File: src/rtl/evt_irq_pkg.sv
package evt_irq_pkg;
    typedef enum logic [1:0] {
        WK_ACTIVE  = 2'd0,
        WK_STANDBY = 2'd1,
        WK_SETTLE  = 2'd2
    } wake_state_e;

    localparam int SRC_LIMIT = 0;
    localparam int SRC_ADDR  = 1;
    localparam int SRC_FIFO  = 2;
    localparam int SRC_ZCAL  = 3;
    localparam int SRC_FCAL  = 4;
    localparam int SRC_PAUSE = 5;
    localparam int SRC_NONE  = 6;
    localparam int SRC_WAKE  = 7;
endpackage

File: src/rtl/evt_match_edge.sv
module evt_match_edge #(
    parameter int WIDTH       = 3,
    parameter bit ZERO_BLOCKS = 1'b0,
    parameter bit PRIOR_INIT  = 1'b1
) (
    input  logic             clk,
    input  logic             rst_n,
    input  logic [WIDTH-1:0] value,
    input  logic [WIDTH-1:0] target,
    output logic             hit
);
    logic eq;
    logic eq_q;

    generate
        if (ZERO_BLOCKS) begin : g_zero_off
            assign eq = (target != '0) && (value == target);
            // a zero threshold never produces an event
            p_zero_quiet_r5: assert property (@(posedge clk) disable iff (!rst_n)
                (target == '0) |-> !hit);
        end else begin : g_plain
            assign eq = (value == target);
        end
    endgenerate

    always_ff @(posedge clk) begin
        if (!rst_n) eq_q <= PRIOR_INIT;
        else        eq_q <= eq;
    end

    assign hit = eq & ~eq_q;

    // a held match gives one event only
    p_hit_once_r4: assert property (@(posedge clk) disable iff (!rst_n)
        hit |=> !hit);
endmodule

File: src/rtl/evt_wake_fsm.sv
module evt_wake_fsm
    import evt_irq_pkg::*;
#(
    parameter int SETTLE_CYCLES = 8
) (
    input  logic clk,
    input  logic rst_n,
    input  logic standby,
    output logic wake_evt
);
    localparam int CW = $clog2(SETTLE_CYCLES + 1);
    localparam logic [CW-1:0] LAST = CW'(SETTLE_CYCLES - 1);

    wake_state_e state_q, state_d;
    logic [CW-1:0] cnt_q, cnt_d;

    always_ff @(posedge clk) begin
        if (!rst_n) begin
            state_q <= WK_ACTIVE;
            cnt_q   <= '0;
        end else begin
            state_q <= state_d;
            cnt_q   <= cnt_d;
        end
    end

    always_comb begin
        state_d  = state_q;
        cnt_d    = cnt_q;
        wake_evt = 1'b0;
        unique case (state_q)
            WK_ACTIVE: begin
                if (standby) state_d = WK_STANDBY;
            end
            WK_STANDBY: begin
                if (!standby) begin
                    state_d = WK_SETTLE;
                    cnt_d   = '0;
                end
            end
            WK_SETTLE: begin
                if (standby) begin
                    state_d = WK_STANDBY;
                end else if (cnt_q == LAST) begin
                    state_d  = WK_ACTIVE;
                    wake_evt = 1'b1;
                end else begin
                    cnt_d = cnt_q + 1'b1;
                end
            end
            default: state_d = WK_ACTIVE;
        endcase
    end

    // the wake event ends the settling phase
    p_wake_exit_r9: assert property (@(posedge clk) disable iff (!rst_n)
        wake_evt |=> (state_q == WK_ACTIVE));
    // settle counter stays within its window
    p_cnt_bound_r9: assert property (@(posedge clk) disable iff (!rst_n)
        (state_q == WK_SETTLE) |-> (cnt_q <= LAST));
endmodule

File: src/rtl/evt_irq_ctrl.sv
module evt_irq_ctrl
    import evt_irq_pkg::*;
#(
    parameter int SETTLE_CYCLES = 8,
    parameter int ADDR_W        = 3,
    parameter int THR_W         = 5,
    parameter int NSRC          = 8
) (
    input  logic        clk,
    input  logic        rst_n,
    input  logic        reg_sel,
    input  logic        reg_wr,
    input  logic        reg_rd,
    input  logic [15:0] reg_wdata,
    output logic [15:0] reg_rdata,
    input  logic [2:0]  seq_addr,
    input  logic [4:0]  fifo_count,
    input  logic        limit_evt,
    input  logic        zcal_evt,
    input  logic        fcal_evt,
    input  logic        pause_evt,
    input  logic        standby,
    output logic        irq
);
    localparam int REG_W    = NSRC + ADDR_W + THR_W;
    localparam int ADDR_LSB = NSRC;
    localparam int THR_LSB  = ADDR_LSB + ADDR_W;
    localparam logic [REG_W-1:0] EN_KEEP = ~(REG_W'(1) << SRC_NONE);

    logic [REG_W-1:0] en_q;
    logic [NSRC-1:0]  status_q, status_d, evt_vec;
    logic             addr_hit, fifo_hit, wake_hit;
    logic             rd_clr, wr_en;

    assign rd_clr = reg_rd & reg_sel;
    assign wr_en  = reg_wr & ~reg_sel;

    evt_match_edge #(.WIDTH(ADDR_W), .ZERO_BLOCKS(1'b0), .PRIOR_INIT(1'b1)) u_addr (
        .clk(clk), .rst_n(rst_n), .value(seq_addr),
        .target(en_q[ADDR_LSB +: ADDR_W]), .hit(addr_hit));

    evt_match_edge #(.WIDTH(THR_W), .ZERO_BLOCKS(1'b1), .PRIOR_INIT(1'b0)) u_fifo (
        .clk(clk), .rst_n(rst_n), .value(fifo_count),
        .target(en_q[THR_LSB +: THR_W]), .hit(fifo_hit));

    evt_wake_fsm #(.SETTLE_CYCLES(SETTLE_CYCLES)) u_wake (
        .clk(clk), .rst_n(rst_n), .standby(standby), .wake_evt(wake_hit));

    always_comb begin
        evt_vec            = '0;
        evt_vec[SRC_LIMIT] = limit_evt;
        evt_vec[SRC_ADDR]  = addr_hit;
        evt_vec[SRC_FIFO]  = fifo_hit;
        evt_vec[SRC_ZCAL]  = zcal_evt;
        evt_vec[SRC_FCAL]  = fcal_evt;
        evt_vec[SRC_PAUSE] = pause_evt;
        evt_vec[SRC_WAKE]  = wake_hit;
        status_d = (rd_clr ? '0 : status_q) | evt_vec;
    end

    always_ff @(posedge clk) begin
        if (!rst_n) begin
            status_q <= '0;
            en_q     <= '0;
            irq      <= 1'b0;
        end else begin
            status_q <= status_d;
            if (wr_en) en_q <= reg_wdata & EN_KEEP;
            irq <= |(status_q & en_q[NSRC-1:0]);
        end
    end

    always_comb begin
        reg_rdata = reg_sel ? {{(REG_W-NSRC){1'b0}}, status_q} : en_q;
    end

    // every event is captured regardless of mask
    p_capture_r2: assert property (@(posedge clk) disable iff (!rst_n)
        (|evt_vec) |=> ((status_q & $past(evt_vec)) == $past(evt_vec)));
    // a quiet read empties the status
    p_clear_r7: assert property (@(posedge clk) disable iff (!rst_n)
        (rd_clr && (evt_vec == '0)) |=> (status_q == '0));
    // a colliding event survives the read
    p_event_wins_r8: assert property (@(posedge clk) disable iff (!rst_n)
        (rd_clr && (|evt_vec)) |=> (status_q == $past(evt_vec)));
    // empty status drops the line one cycle later
    p_irq_low_r7: assert property (@(posedge clk) disable iff (!rst_n)
        (status_q == '0) |=> !irq);
    // with everything masked the line stays low
    p_masked_quiet_r3: assert property (@(posedge clk) disable iff (!rst_n)
        (en_q[NSRC-1:0] == '0) |=> !irq);
    // unused source bit never set
    p_bit6_r6: assert property (@(posedge clk) disable iff (!rst_n)
        !status_q[SRC_NONE] && !en_q[SRC_NONE]);
endmodule

File: config.mk
export PLATFORM = sky130hd
export DESIGN_NAME = evt_irq_ctrl
export DESIGN_NICKNAME = d
export VERILOG_FILES = /design/src/rtl/evt_irq_pkg.sv /design/src/rtl/evt_match_edge.sv /design/src/rtl/evt_wake_fsm.sv /design/src/rtl/evt_irq_ctrl.sv
export SDC_FILE = /design/constraint.sdc
export NUM_CORES = 1
export LEC_CHECK = 0
export BUFFER_PORTS_ARGS = -buffer_cell sky130_fd_sc_hd__buf_4
export CORE_ASPECT_RATIO = 1.4
export CORE_MARGIN = 5
export CORE_UTILIZATION = 52
export DETAILED_ROUTE_END_ITERATION = 8
export GPL_TIMING_DRIVEN = 0
export PLACE_DENSITY = 0.9
export SLEW_MARGIN = 20
export SYNTH_ARGS = -nofsm -noshare
export SYNTH_HDL_FRONTEND = slang
export SYNTH_SLANG_ARGS = --single-unit
File: constraint.sdc
create_clock -name clk -period 3.4 [get_ports clk]
set_clock_uncertainty 0.05 [all_clocks]
set_input_delay 0.17 -clock clk [delete_from_list [all_inputs] [get_ports clk]]
set_output_delay 0.17 -clock clk [all_outputs]
set_load 0.02 [all_outputs]
==> flow_metrics.py <==
metrics = {
    "drt": {
        "firstDrtPassIters": 5,
        "via_count": 1352,
        "antenna_left": 0,
        "drc_errors": 0,
        "via_per_inst": 5.240,
        "drt-total-wl_microns": 3488,
        "drt_iter0_markers": 30,
        "avgRoutedWirePerCell_microns": 13.52,
    },
    "clock_network": {
        "clockBufferDepth": 2,
        "ctsResizeCount": 0,
        "numCtsBuffers": 5,
        "cts_tree": "yes",
        "cts.sinks": 31,
        "ctsRootBufferMaster": "clkbuf_4",
        "path_clk_slew_ps": 110,
        "cts.htree.levels": 2,
        "insertion_delay_ps": 330,
    },
    "floorplanning": {
        "rows": 22,
        "dieWidth_microns": 53.56,
        "initial_core_util": 0.5338,
        "fp.dieArea_sq_um": 3802,
        "num_io_pins": 51,
        "coreArea_sq_um": 2587,
        "die_h_microns": 70.99,
    },
    "synth": {
        "yosysTopAreaCellShare": 0.4493,
        "seq_area_frac_synth": 0.4493,
        "postSynthNetCount": 197,
        "synthesis.area_sq_um": 1381,
        "synth-simple-area-share": 0.2310,
        "avgSynthCellArea_sq_um": 8.527,
        "synth_seq_cells": 31,
        "ys_warn_count": 0,
        "synth_compound_area_frac": 0.1730,
        "yosysTopAreaCell": "dfxtp_1",
        "synth_area_leaders": "dfxtp_1 (45%), nand2_1 (10%), a21oi_1 (8.7%)",
        "synthMuxAreaShare": 0.05707,
        "synth_fa_ha_area_frac": 0.009058,
        "synth-xor-area-share": 0.04438,
        "syn_inst": 162,
        "synth_top_family_by_area": "simple AND/OR/NAND/NOR gates",
        "ys_types": 35,
    },
    "power_and_ir_drop": {
        "finalPower_uw": 720.0,
        "power.density_nw_per_um2": 381.6,
        "peakVddDrop_uv": 350.2,
        "leakagePower_nw": 0.7858,
    },
    "global_route": {
        "grt_usage": 0.2037,
        "grt_pass1_vias": 1343,
        "antenna_found_initial": 0,
        "grt_pass1_wl_microns": 5685,
        "grt_overflow_total": 0,
        "grt_start_max_net_pins": 12,
    },
    "sta": {
        "finalSetupTns_ps": 0,
        "hold_slack_ps": 19.86,
        "finalCriticalPeriod_ps": 1548,
        "hold_viol": 0,
        "grt_setup_unrepaired": "no",
        "finalSetupViolations": 0,
        "finalCritPeriodShare": 0.4554,
        "slew_violations": 0,
        "max_clock_freq_mhz": 645.8,
    },
    "worst_setup_path": {
        "critical_path_class": "reg2reg",
        "cp-start-kind": "flop",
        "worst_ep_arrival_time_ps": 1700,
        "reg2regPathDepth": 5,
        "critPathMaxFanout": 4,
        "critPathCaptureType": "flop",
        "required_ps": 3550,
    },
    "hold_path": {
        "whs_path_depth": 3,
        "hp-class": "in2reg",
    },
    "finish": {
        "drive_gt1_frac": 0.3153,
        "insertedDiodeCount": 0,
        "fin_area_sq_um": 1887,
        "nNetsFinal": 256,
        "post-route-util": 0.7292,
        "synthToLayoutAreaGrowth_pct": 36.59,
    },
    "place": {
        "io_buffers": 47,
        "routabilityCongestion": 0.7744,
        "placed_cell_area_sq_um": 1779,
        "post-dp-hpwl_microns": 2644,
    },
    "run": {
        "maxCapViolCount": 0,
    },
    "status": {
        "status": "finished, final reports clean",
    },
}
path summary, 6_finish.rpt:
path	from	end	slack (ps)
min	reg_wdata[1]	en_q[1]	20
min reg2reg	en_q[1]	en_q[1]	430
max reg2reg	u_wake.cnt_q[0]	u_wake.cnt_q[3]	1850
max	u_wake.cnt_q[0]	u_wake.cnt_q[3]	1850
power by group:
group | leakage [nW] | internal, mW | total, mW | switching (mW)
clock | 0.0272 | 0.0788 | 0.211 | 0.132
combinational | 0.505 | 0.0624 | 0.118 | 0.0561
sequential | 0.254 | 0.378 | 0.390 | 0.0122
total | 0.786 | 0.519 | 0.720 | 0.201
through the flow:
| stage | worst slack [ps] | std cells |
|---|---|---|
| floorplan | 2078 | 162 |
| global placement | 1904 | 245 |
| detailed placement | 1857 | 245 |
| CTS | 1849 | 258 |
| global route | 1784 | 258 |
| finish | 1852 | 258 |
per-layer routing:
| layer | part of all wire | vias up | global-route usage |
|---|---|---|---|
| met5 | 0 | - | 0 |
| met1 | 0.37 | 631 | 0.2104 |
| met3 | 0.050 | 7 | 0.05895 |
| li1 | - | 673 | - |
| met2 | 0.57 | 41 | 0.3561 |
| met4 | 0.017 | 0 | 0.1051 |
placed cells by master (no fill, tap or decap), types with 2 or more instances in the layout:
cell	n
clkbuf_1	2
mux2_2	7
xnor2_1	6
dlygate4sd3_1	5
buf_4	48
a21oi_1	24
o21ai_0	3
nor2b_1	9
nand2b_1	2
nand2_1	38
nor2_1	5
nand3_1	3
buf_2	4
a31oi_1	2
dfxtp_1	31
clkbuf_4	5
inv_1	3
clkinvlp_4	2
a22oi_1	2
and2_1	2
cell families after synthesis:
group	count (synthesis)
multiplexers	7
XOR/XNOR	7
other	1
AO/OA/AOI/OAI	39
flip-flops	31
AND/OR/NAND/NOR	66
buffers and inverters	10
adder cells (fa/ha/maj)	1
critical path, cell delays in order, from the launching register on:
cell,delay [ps]
dfxtp_1,350
ha_1,250
nand3b_1,190
nand3_1,100
a21oi_1,330
a311oi_1,150
cell usage after synthesis (all sizes together):
cell and number:
nand2 39, dfxtp 31, a21oi 24, nor2b 9, mux2 7, xnor2 6, buf 5, nor2 5
inv 3, nand3 3, o21ai 3, a22oi 2, a31oi 2, and2 2, clkbuf 2, nand2b 2
nor3b 2, a2111oi 1, a211oi 1, a222oi 1, a311oi 1, a32o 1, a41o 1, and3 1
conb 1, ha 1, nand3b 1, nand4b 1, o22ai 1, o41ai 1, or2 1, xor2 1
sequential cells by signal, indices dropped and copies added (netlist names):
name / count
u_addr.eq_q: 1
status_q: 7
en_q: 15
u_wake.state_q: 2
u_fifo.eq_q: 1
irq: 1
u_wake.cnt_q: 4
what timing repair did:
action / in CTS / in global routing
endpoints found under the hold margin: 5 / 0
setup endpoints to repair: 0 / 0
hold buffers: 5 / 0
buffers inserted: 0 / 0
area by class of cell:
| class | instances | area [sq um] |
|---|---|---|
| inverter | 3 | 11.26 |
| buffer | 7 | 35.03 |
| tap | 36 | 45.04 |
| timing repair buffer | 52 | 402.9 |
| clock inverter | 3 | 20.02 |
| clock buffer | 5 | 37.54 |
| multi-input combinational | 121 | 714.4 |
| fill | 206 | 700.7 |
| sequential | 31 | 620.6 |
(Power assumes the default switching activity.)
